$ cat src/rtl/dbus_seq_pkg.sv
package dbus_seq_pkg;

    typedef enum logic [1:0] {
        PH_IDLE = 2'd0,
        PH_SEND = 2'd1,
        PH_READ = 2'd2
    } phase_e;

    localparam logic [1:0] SC_CMD  = 2'b00;
    localparam logic [1:0] SC_EVEN = 2'b01;
    localparam logic [1:0] SC_ODD  = 2'b10;
    localparam logic [1:0] SC_IDLE = 2'b11;

    // Talk operation: command bits 3:2 both set
    function automatic logic is_talk(input logic [7:0] cmd);
        return cmd[3:2] == 2'b11;
    endfunction

    // advance the phase code after a finished byte
    function automatic logic [1:0] step_code(input logic [1:0] sc);
        return (sc == SC_CMD) ? SC_EVEN : ~sc;
    endfunction

endpackage

$ cat src/rtl/dbus_holdoff.sv
module dbus_holdoff #(
    parameter int HOLD_CYCLES = 3000
) (
    input  logic clk,
    input  logic rst_n,
    input  logic start_i,
    output logic busy_o
);
    localparam int HW = $clog2(HOLD_CYCLES + 1);

    logic [HW-1:0] cnt_d, cnt_q;

    always_comb begin
        cnt_d = cnt_q;
        if (start_i)
            cnt_d = HW'(HOLD_CYCLES);
        else if (cnt_q != '0)
            cnt_d = cnt_q - 1'b1;
    end

    always_ff @(posedge clk or negedge rst_n) begin
        if (!rst_n) cnt_q <= '0;
        else        cnt_q <= cnt_d;
    end

    assign busy_o = (cnt_q != '0);


    hold_start_chk: assert property (@(posedge clk) disable iff (!rst_n)
        start_i |=> busy_o);

endmodule

$ cat src/rtl/dbus_reply_store.sv
module dbus_reply_store #(
    parameter int DEPTH = 16,
    localparam int CW = $clog2(DEPTH + 1)
) (
    input  logic              clk,
    input  logic              rst_n,
    input  logic              start_i,
    input  logic [7:0]        start_byte_i,
    input  logic              push_i,
    input  logic [7:0]        push_byte_i,
    output logic [CW-1:0]     cnt_o,
    output logic [8*DEPTH-1:0] bytes_o
);
    logic [CW-1:0] cnt_d, cnt_q;

    always_comb begin
        cnt_d = cnt_q;
        if (start_i)
            cnt_d = CW'(1);
        else if (push_i && cnt_q < CW'(DEPTH))
            cnt_d = cnt_q + 1'b1;
    end

    always_ff @(posedge clk or negedge rst_n) begin
        if (!rst_n) cnt_q <= '0;
        else        cnt_q <= cnt_d;
    end

    for (genvar g = 0; g < DEPTH; g++) begin : g_slot
        logic [7:0] slot_d, slot_q;
        always_comb begin
            slot_d = slot_q;
            if (g == 0 && start_i)
                slot_d = start_byte_i;
            else if (!start_i && push_i && cnt_q == CW'(g))
                slot_d = push_byte_i;
        end
        always_ff @(posedge clk or negedge rst_n) begin
            if (!rst_n) slot_q <= '0;
            else        slot_q <= slot_d;
        end
        assign bytes_o[8*g +: 8] = slot_q;
    end

    assign cnt_o = cnt_q;


    store_bound_chk: assert property (@(posedge clk) disable iff (!rst_n)
        cnt_q <= CW'(DEPTH));

endmodule

$ cat src/rtl/dbus_host_seq.sv
module dbus_host_seq
    import dbus_seq_pkg::*;
#(
    parameter int MAX_BYTES   = 14,
    parameter int BUF_DEPTH   = 16,
    parameter int HOLD_CYCLES = 3000,
    localparam int NW = $clog2(MAX_BYTES + 1),
    localparam int CW = $clog2(BUF_DEPTH + 1)
) (
    input  logic                   clk,
    input  logic                   rst_n,
    input  logic                   req_valid,
    input  logic [NW-1:0]          req_nbytes,
    input  logic [8*MAX_BYTES-1:0] req_bytes,
    input  logic                   req_reply,
    output logic                   req_ready,
    output logic                   req_reject,
    output logic                   req_done,
    output logic [1:0]             st_code,
    input  logic                   ctlr_n,
    output logic                   sh_dir_out,
    output logic                   sh_load,
    output logic [7:0]             sh_wdata,
    input  logic                   sh_done,
    input  logic [7:0]             sh_rdata,
    output logic                   rsp_valid,
    output logic [CW-1:0]          rsp_len,
    output logic                   rsp_timeout,
    output logic                   rsp_srq,
    output logic                   rsp_solicited,
    output logic [8*BUF_DEPTH-1:0] rsp_bytes
);

    typedef struct packed {
        phase_e                 ph;
        logic [1:0]             sc;
        logic                   dir;
        logic                   load;
        logic [7:0]             wdata;
        logic [NW-1:0]          idx;
        logic [NW-1:0]          n;
        logic [8*MAX_BYTES-1:0] bytes;
        logic                   want;
        logic                   retry;
        logic [7:0]             last_talk;
        logic                   sol;
        logic                   tmo;
        logic                   srq;
        logic                   rsp_v;
        logic [CW-1:0]          rsp_len;
        logic                   rsp_tmo;
        logic                   rsp_srq;
        logic                   rsp_sol;
        logic                   done;
        logic                   rej;
    } seq_t;

    seq_t d, q;

    logic          hold_busy, hold_start;
    logic          buf_start, buf_push;
    logic [7:0]    buf_sbyte;
    logic [CW-1:0] buf_cnt;
    logic          ready_int, len_ok;
    logic [7:0]    cmd_q;

    assign ready_int = (q.ph == PH_IDLE) && !hold_busy && !sh_done;
    assign len_ok    = (req_nbytes != '0) && (req_nbytes <= NW'(MAX_BYTES));
    assign cmd_q     = q.bytes[7:0];

    always_comb begin
        d          = q;
        d.load     = 1'b0;
        d.rsp_v    = 1'b0;
        d.done     = 1'b0;
        d.rej      = 1'b0;
        buf_start  = 1'b0;
        buf_sbyte  = 8'h00;
        buf_push   = 1'b0;
        hold_start = 1'b0;

        unique case (q.ph)
            PH_IDLE: begin
                if (sh_done) begin
                    if (!ctlr_n) begin
                        // unsolicited packet from the transceiver
                        buf_start = 1'b1;
                        buf_sbyte = sh_rdata;
                        d.ph  = PH_READ;
                        d.sc  = SC_EVEN;
                        d.dir = 1'b0;
                        d.sol = 1'b0;
                        d.tmo = 1'b0;
                        d.srq = 1'b0;
                    end
                end else if (req_valid && ready_int) begin
                    if (!len_ok) begin
                        d.rej = 1'b1;
                    end else begin
                        d.bytes = req_bytes;
                        d.n     = req_nbytes;
                        d.want  = req_reply;
                        d.retry = 1'b0;
                        d.ph    = PH_SEND;
                        d.sc    = SC_CMD;
                        d.dir   = 1'b1;
                        d.load  = 1'b1;
                        d.wdata = req_bytes[7:0];
                        d.idx   = NW'(1);
                        d.tmo   = 1'b0;
                        d.srq   = 1'b0;
                    end
                end
            end

            PH_SEND: begin
                if (sh_done) begin
                    if (q.sc == SC_CMD && !ctlr_n) begin
                        // buffered poll reply pending; its first byte is lost
                        buf_start = 1'b1;
                        buf_sbyte = q.last_talk;
                        d.ph    = PH_READ;
                        d.dir   = 1'b0;
                        d.sc    = SC_EVEN;
                        d.sol   = 1'b0;
                        d.retry = 1'b1;
                    end else begin
                        if (q.sc == SC_CMD && is_talk(cmd_q))
                            d.last_talk = cmd_q;
                        if (q.idx >= q.n) begin
                            if (q.want || is_talk(cmd_q)) begin
                                buf_start = 1'b1;
                                buf_sbyte = cmd_q;
                                d.ph   = PH_READ;
                                d.dir  = 1'b0;
                                d.sc   = step_code(q.sc);
                                d.sol  = q.want;
                                d.done = !q.want;
                            end else begin
                                d.ph   = PH_IDLE;
                                d.sc   = SC_IDLE;
                                d.dir  = 1'b0;
                                d.done = 1'b1;
                                hold_start = (cmd_q == 8'h00);
                            end
                        end else begin
                            d.load  = 1'b1;
                            d.wdata = q.bytes[8*q.idx +: 8];
                            d.idx   = q.idx + 1'b1;
                            d.sc    = step_code(q.sc);
                        end
                    end
                end
            end

            PH_READ: begin
                if (sh_done) begin
                    if (!ctlr_n && q.sc == SC_EVEN && buf_cnt == CW'(1)) begin
                        d.tmo    = 1'b1;
                        buf_push = 1'b1;
                        d.sc     = ~q.sc;
                    end else if (!ctlr_n && q.sc == SC_ODD && buf_cnt == CW'(2)) begin
                        d.srq    = 1'b1;
                        buf_push = 1'b1;
                        d.sc     = ~q.sc;
                    end else if (!ctlr_n) begin
                        d.rsp_v   = 1'b1;
                        d.rsp_len = q.tmo ? '0 : buf_cnt;
                        d.rsp_tmo = q.tmo;
                        d.rsp_srq = q.srq;
                        d.rsp_sol = q.sol;
                        d.done    = q.sol;
                        if (q.retry) begin
                            d.retry = 1'b0;
                            d.ph    = PH_SEND;
                            d.sc    = SC_CMD;
                            d.dir   = 1'b1;
                            d.load  = 1'b1;
                            d.wdata = cmd_q;
                            d.idx   = NW'(1);
                            d.tmo   = 1'b0;
                            d.srq   = 1'b0;
                        end else begin
                            d.ph  = PH_IDLE;
                            d.sc  = SC_IDLE;
                            d.dir = 1'b0;
                        end
                    end else begin
                        buf_push = 1'b1;
                        d.sc     = ~q.sc;
                    end
                end
            end

            default: d.ph = PH_IDLE;
        endcase
    end

    always_ff @(posedge clk or negedge rst_n) begin
        if (!rst_n) begin
            q    <= '0;
            q.ph <= PH_IDLE;
            q.sc <= SC_IDLE;
        end else begin
            q <= d;
        end
    end

    dbus_holdoff #(.HOLD_CYCLES(HOLD_CYCLES)) u_holdoff (
        .clk     (clk),
        .rst_n   (rst_n),
        .start_i (hold_start),
        .busy_o  (hold_busy)
    );

    dbus_reply_store #(.DEPTH(BUF_DEPTH)) u_store (
        .clk          (clk),
        .rst_n        (rst_n),
        .start_i      (buf_start),
        .start_byte_i (buf_sbyte),
        .push_i       (buf_push),
        .push_byte_i  (sh_rdata),
        .cnt_o        (buf_cnt),
        .bytes_o      (rsp_bytes)
    );

    assign req_ready     = ready_int;
    assign req_reject    = q.rej;
    assign req_done      = q.done;
    assign st_code       = q.sc;
    assign sh_dir_out    = q.dir;
    assign sh_load       = q.load;
    assign sh_wdata      = q.wdata;
    assign rsp_valid     = q.rsp_v;
    assign rsp_len       = q.rsp_len;
    assign rsp_timeout   = q.rsp_tmo;
    assign rsp_srq       = q.rsp_srq;
    assign rsp_solicited = q.rsp_sol;


    cmd_out_chk: assert property (@(posedge clk) disable iff (!rst_n)
        (st_code == SC_CMD) |-> sh_dir_out);


    read_toggle_chk: assert property (@(posedge clk) disable iff (!rst_n)
        (q.ph == PH_READ && sh_done && ctlr_n) |=> (st_code == ~$past(st_code)));


    reject_idle_chk: assert property (@(posedge clk) disable iff (!rst_n)
        req_reject |-> (st_code == SC_IDLE && !sh_load));


    timeout_len_chk: assert property (@(posedge clk) disable iff (!rst_n)
        (rsp_valid && rsp_timeout) |-> (rsp_len == '0));


    idle_ignore_chk: assert property (@(posedge clk) disable iff (!rst_n)
        (q.ph == PH_IDLE && sh_done && ctlr_n) |=> (st_code == SC_IDLE));

endmodule

$ cat config.mk
export PLATFORM = sky130hd
export DESIGN_NAME = dbus_host_seq
export DESIGN_NICKNAME = d
export VERILOG_FILES = /design/src/rtl/dbus_seq_pkg.sv /design/src/rtl/dbus_holdoff.sv /design/src/rtl/dbus_reply_store.sv /design/src/rtl/dbus_host_seq.sv
export SDC_FILE = /design/constraint.sdc
export NUM_CORES = 1
export LEC_CHECK = 0
export ABC_AREA = 1
export BUFFER_PORTS_ARGS = -buffer_cell sky130_fd_sc_hd__buf_2
export CAP_MARGIN = 5
export CORE_AREA = 2 2 181 183
export CTS_CLUSTER_SIZE = 14
export DETAILED_ROUTE_END_ITERATION = 8
export DIE_AREA = 0 0 183 185
export MAX_ROUTING_LAYER = met4
export PLACE_DENSITY = 0.67
export SETUP_SLACK_MARGIN = 0.3
export SLEW_MARGIN = 20
export SYNTH_ARGS = -nofsm -noshare
export SYNTH_HDL_FRONTEND = slang
export SYNTH_SLANG_ARGS = --single-unit
$ cat constraint.sdc
create_clock -name clk -period 3.1 [get_ports clk]
set_clock_uncertainty 0.2 [all_clocks]
set_input_delay 0.155 -clock clk [delete_from_list [all_inputs] [get_ports clk]]
set_output_delay 0.155 -clock clk [all_outputs]
set_load 0.01 [all_outputs]
==> results of run 1 <==
[layer usage]
metal	wire, microns	part of all wire (%)	vias up
met4	1420	3.4	0
met2	19300	46	543
li1	-	-	6200
met3	2950	7.0	91
met1	18300	44	6093
met5	0	0	-
[flip-flops by register name (all words and copies together), names as in the netlist, 2 cells and up]
name / flops
cmd_q: 8
u_holdoff.cnt_q: 12
rsp_len: 5
q: 127
st_code: 2
u_store.cnt_o: 5
sh_wdata: 8
u_store.g_slot.slot_q: 128
[final cells by class]
type	count	share of cell area, %
clock inverter	12	0.757
inverter	102	2.15
sequential	303	41.7
antenna	2	0.0275
timing repair buffer	432	16.2
clock buffer	49	5.38
tap	408	2.81
multi-input combinational	1189	30.9
[power breakdown]
group          switching [mW]  total (mW)  leakage [nW]  internal (mW)
sequential              0.238        4.58          3.98           4.35
clock                    1.63        4.01         0.544           2.38
combinational            1.25        2.03          4.98          0.788
total                    3.12        10.6          9.50           7.51
[placed cells by master, fill, tap and decap left out, types with 2 or more instances in the layout]
master and n:
a21oi_1 43, buf_12 4, buf_2 280, buf_4 14, buf_6 3, bufinv_16 2
clkbuf_1 9, clkbuf_16 36, clkbuf_8 5, clkinv_1 4, clkinv_2 6, clkinv_8 2
clkinvlp_4 2, dfrtp_1 300, dfstp_2 2, diode_2 2, dlygate4sd3_1 129, ha_1 16
inv_1 92, inv_2 5, nand2_1 651, nand2_2 3, nand2_4 2, nand3_1 124
nand3_2 2, nand3_4 17, nand4_1 10, nor2_1 47, nor2_2 2, nor2_4 3
nor3_1 18, o211ai_1 2, o21a_1 8, o21ai_0 139, o21ai_1 67, o21ai_2 19
o21bai_1 2, xor2_1 4
[worst max path at each step]
| stage | startpoint | end | slack [ps] |
|---|---|---|---|
| final | u_store.cnt_o[0] | u_store.g_slot[0].slot_q[1] | 510 |
| after global routing | u_store.cnt_o[0] | u_store.g_slot[0].slot_q[1] | 330 |
| after CTS | u_store.cnt_o[0] | u_store.g_slot[4].slot_q[4] | 410 |
| after detailed placement | u_store.cnt_o[0] | u_store.g_slot[4].slot_q[4] | 440 |
| after global placement | q[156] | q[118] | 530 |
| after floorplan | q[140] | u_store.g_slot[2].slot_q[6] | 640 |
[metrics by stage]
| step | worst slack [ps] | hold slack, ps |
|---|---|---|
| 2_1_floorplan | 639 | -341 |
| 3_3_place_gp | 531 | -13.6 |
| 3_5_place_dp | 437 | -9.39 |
| 4_1_cts | 411 | 41.2 |
| 5_1_grt | 334 | 50.5 |
| 6_report | 512 | 7.34 |
[logic make-up after synthesis]
kind of cell | share of synthesized area (%)
buffers and inverters | 6.85
adders and majority gates | 1.50
xor gates and xnor gates | 0.248
DFF | 53.6
AOI/OAI and AO/OA | 10.9
and+or+nand+nor | 26.9
[critical path, delay by kind of cell, from the launching register on]
family / cells / cell delay [ps]
flip-flops: 1 / 420
AND/OR/NAND/NOR: 6 / 1280
AO/OA/AOI/OAI: 1 / 130
adder cells (fa/ha/maj): 1 / 180
buffers and inverters: 2 / 290
[repair_timing]
action	CTS	global route
hold buffers	129	0
setup endpoints to repair	0	93
hold endpoints to repair	270	0
resized for setup	0	5
==> impl_metrics.yaml, run 1 <==
timing:
  timing.setup.tns_ps: 0
  grt_setup_unrepaired: "no"
  slew_headroom_pct: 45.6
  period_share_pct: 83.5
  hold_viol: 0
  fmax_mhz: 386
  tightest_slew_ps: 815
  fin_crit_ps: 2590
  setup_viol: 0
  slew_violations: 0
critical_path:
  r2r_start: "u_store.cnt_o[0]"
  worstPathMaxFanout: 9
  crit_required_ps: 3330
  ff2ff_path_depth: 10
  crit_path_start_kind: "flop"
  rrSetupSlack_ps: 510
  path_class: "reg -> reg"
  arrival_ps: 2810
  cpPeakStageDelay_ps: 420
  slowest_stage: "dfrtp_1"
  path_common_cell: "inv_1"
  cp-end-kind: "flop"
  path_cells: "inv_1 -> ha_1 -> inv_1 -> nor3_4 -> nand2_2 -> nand3_4 -> nand3_1 -> nand2_1 -> nor2_1 -> a21oi_1"
  r2r_end: "u_store.g_slot[0].slot_q[1]"
floorplanning:
  core_area_sq_mm: 0.0320
  die_w_microns: 183
  row_count: 66
  ioPinCount: 282
  dieHeight_microns: 185
  start_util_pct: 44.2
  dieArea_sq_mm: 0.0339
cells_and_area:
  n_fill_cell: 2842
  multiInputGateArea_sq_mm: 0.00562
  synthToLayoutAreaGrowth_pct: 28.5
  seq_area_sq_mm: 0.00759
  final_core_util_pct: 56.8
  fin_nets: 2209
  instances_no_fill: 2497
  final_area_sq_mm: 0.0182
  drive_above_1_share_pct: 19.9
global_routing:
  antenna_found_initial: 2
  grt_use_met3_pct: 3.95
  overflow: 0
  gr-usage-met2_pct: 39.9
  grt_first_pass_wirelength_microns: 66100
  grt_use_met1_pct: 33.5
  grt_max_degree: 89
  grt_usage_pct: 25.2
  grt_busiest_layer: "met2"
  first_global_vias: 12500
power_and_ir_drop:
  power_mw: 10.6
  peakVddDrop_mv: 0.350
  p_leak_nw: 9.50
  power_density_mw_per_mm2: 584
synth:
  synth_edf_count: 0
  synthCells: 1690
  yosysTopAreaCell: "dfrtp_1"
  synth.most_common_cell: "nand2_1"
  netlist-cell-type-count: 42
  synth_top_flop_cell: "dfrtp_1"
  ys_seq_area_share_pct: 53.6
  synthArstFlopShare_pct: 100
  synth_common_cells: "651 x nand2_1, 301 x dfrtp_1, 139 x o21ai_0"
  synth_area_leaders: "dfrtp_1 53%, nand2_1 17%, o21ai_0 4.9%"
  avgSynthCellArea_sq_um: 8.37
  netlist_area_sq_mm: 0.0141
  synth_fp_nets: 1837
  synth_seq_cells: 303
  yosysWarnings: 0
  synth_top_area_share_pct: 53.2
place:
  dp_hpwl_microns: 27700
  gp_congestion: 0.874
  dpl_cell_area_sq_mm: 0.0157
  dp.cells: 2304
  io_buffers: 281
clock_network:
  htree_levels: 2
  cts-root-buf: "clkbuf_16"
  clock-sinks: 303
  cts_buffers: 34
  clk_latency_ps: 520
  post_cts_buffers: 0
  clk_pin_slew_worst_paths_ps: 60
  cts_tree: "built"
  clockBufferDepth: 3
routing:
  wl_per_cell_microns: 16.8
  drc: 0
  drt_first_pass_iters: 6
  vias_per_cell: 5.18
  ant_nets: 0
  vias: 12900
  wirelength_microns: 41900
  drtIter0Drc: 1115
outcome:
  status: "finished, final reports clean"
flow_run:
  max_cap_violations: 0
min_path:
  min_path_type: "in -> async"
Power figures use the tool's default switching activity.
==> inputs of run 2 (changes only) <==
PLACE_DENSITY = 0.69   (was 0.67)
clock period = 2.3 ns   (was 3.1 ns; I/O delays follow)
==> impl_metrics.yaml, run 2 (same netlist as run 1, synthesis figures left out) <==
outcome:
  status: "finished, final reports clean"
cells_and_area:
  layout_common_cells: "451 x nand2_1, 297 x dfrtp_1, 280 x buf_2"
  regMostFlops: "u_store.g_slot.slot_q"
  reg_top3: "u_store.g_slot.slot_q (128), q (127), u_holdoff.cnt_q (12)"
  final_common_cell: "nand2_1"
  largest_register_ffs: 128
  drive_above_1_share_pct: 37.8
  final_area_sq_mm: 0.0215
  instances_no_fill: 2628
  n_fill_cell: 2270
  synthToLayoutAreaGrowth_pct: 52.2
  fin_nets: 2341
critical_path:
  crit_buf_inv: 3
  r2r_start: "q[143]"
  r2r_end: "u_store.g_slot[7].slot_q[1]"
  ff2ff_path_depth: 11
  cpPeakStageDelay_ps: 420
  crit_required_ps: 2470
  worstPathMaxFanout: 8
  rrSetupSlack_ps: 20
  slowest_stage: "dfrtp_1"
  cp-end-kind: "flop"
  crit_path_start_kind: "flop"
  path_common_cell: "nand3_4"
  cpLargestDelayFamily: "simple AND/OR/NAND/NOR gates"
  path_class: "reg -> reg"
  arrival_ps: 2450
  path_cells: "ha_4 -> a21oi_4 -> nand3_4 -> nor2_4 -> inv_2 -> nand3_4 -> buf_4 -> buf_12 -> nand3_4 -> nand2_1 -> o21ai_1"
routing:
  vias: 14900
  drc: 0
  wl_per_cell_microns: 20.6
  vias_per_cell: 5.66
  drtIter0Drc: 1506
  drt_first_pass_iters: 6
  wirelength_microns: 54100
  ant_nets: 0
power_and_ir_drop:
  switching_power_mw: 4.78
  internal_power_mw: 11.0
  power_density_mw_per_mm2: 734
  clkPwrFrac_pct: 37.7
  swShare_pct: 30.2
  peakVddDrop_mv: 0.503
  p_leak_nw: 10.7
  combPwrFrac_pct: 23.0
  p_seq_share_pct: 39.3
global_routing:
  first_global_vias: 13200
  grt_usage_pct: 27.6
  grt_first_pass_wirelength_microns: 71800
  antenna_found_initial: 2
  overflow: 0
  grt_max_degree: 88
place:
  place_ws_ps: -90.6
  gp_congestion: 0.889
  dp_hpwl_microns: 28200
  io_buffers: 281
  dpl_cell_area_sq_mm: 0.0161
  dp.cells: 2332
clock_network:
  cts_tree: "built"
  clock-sinks: 303
  clockBufferDepth: 3
  cts-root-buf: "clkbuf_16"
  clk_pin_slew_worst_paths_ps: 60
  clk_latency_ps: 540
  cts_buffers: 34
  htree_levels: 2
timing:
  period_share_pct: 99.2
  fin_crit_ps: 2280
  slew_violations: 0
  slew_headroom_pct: 46.7
  tightest_slew_ps: 793
  fin_ws_ps: 17.7
  setup_viol: 0
  fmax_mhz: 438
  grt_setup_unrepaired: "yes"
  hold_viol: 0
floorplanning:
  dieArea_sq_mm: 0.0339
  row_count: 66
  core_area_sq_mm: 0.0320
  ioPinCount: 282
  start_util_pct: 44.2
  die_w_microns: 183
  dieHeight_microns: 185
min_path:
  min_path_type: "in -> async"
flow_run:
  max_cap_violations: 0
## run 2: cell types whose count changed in the layout (fill, tap and decap cells not counted), sizes merged
cell and change:
clkbuf +19, buf +95, nand3 +15, inv +4, nor2 +1, clkinvlp -2, bufinv +3, clkinv -4
## run 2: routing by layer
layer | share of wire, % | vias to the layer above | GRT usage [%]
met5 | 0 | - | -
met4 | 5.4 | 0 | 9.86
met3 | 8.7 | 218 | 4.11
met2 | 48 | 1021 | 44.0
met1 | 38 | 7107 | 36.3
li1 | - | 6532 | -
## run 2: worst reg2reg max path, stage by stage, from the launching register on
cell and delay, ps:
dfrtp_1 420, ha_4 280, a21oi_4 150, nand3_4 100, nor2_4 120, inv_2 60, nand3_4 140, buf_4 150
buf_12 140, nand3_4 160, nand2_1 140, o21ai_1 80
## run 2: power by group through the flow
stage	Combinational, mW	Sequential (mW)	Clock (mW)
6_report	3.64	6.22	5.96
5_1_grt	3.92	6.26	6.22
4_1_cts	3.21	6.18	5.94
3_5_place_dp	2.66	6.29	0
3_3_place_gp	2.60	6.27	0
2_1_floorplan	1.35	6.43	0
## run 2: worst max-delay path by stage
stage                                              to  slack (ps)             start  cells after the start
final                     u_store.g_slot[7].slot_q[1]          20            q[143]                     11
after floorplan           u_store.g_slot[2].slot_q[7]          90            q[140]                     13
after CTS                 u_store.g_slot[7].slot_q[7]          90            q[139]                     12
after detailed placement  u_store.g_slot[4].slot_q[1]         -90            q[143]                     10
after global routing                 u_store.cnt_o[0]        -120  u_store.cnt_o[2]                      8
after global placement    u_store.g_slot[2].slot_q[1]         -20            q[139]                     11
## run 2: repair_timing
action	CTS	global route
pin swaps	23	45
resized for setup	76	394
cloned	24	29
buffers inserted	18	33
endpoints found under the setup margin	296	298
endpoints found under the hold margin	483	0
hold buffers	130	0
## run 2: per-stage QoR
stage | hold WS (ps) | util (%) | power (mW) | TNS, ps
global placement | -186 | 50.2 | 8.87 | -152
CTS | 16.1 | 60.6 | 15.3 | 0
global route | 20.3 | 67.2 | 16.4 | -3810
detailed placement | -184 | 50.2 | 8.95 | -1200
floorplan | -381 | - | 7.78 | 0
finish | 13.1 | 67.2 | 15.8 | 0
## run 2: final cells by class
type	instances	area [sq um]	share of cell area [%]
Timing Repair inverter	3	36.3	0.168
Multi-Input combinational cell	1205	7150	33.2
Tap cell	408	510	2.37
Inverter	102	413	1.92
Clock inverter	10	198	0.918
Antenna cell	2	5.00	0.0232
Sequential cell	303	7590	35.2
Timing Repair Buffer	545	4610	21.4
Clock buffer	50	1020	4.75
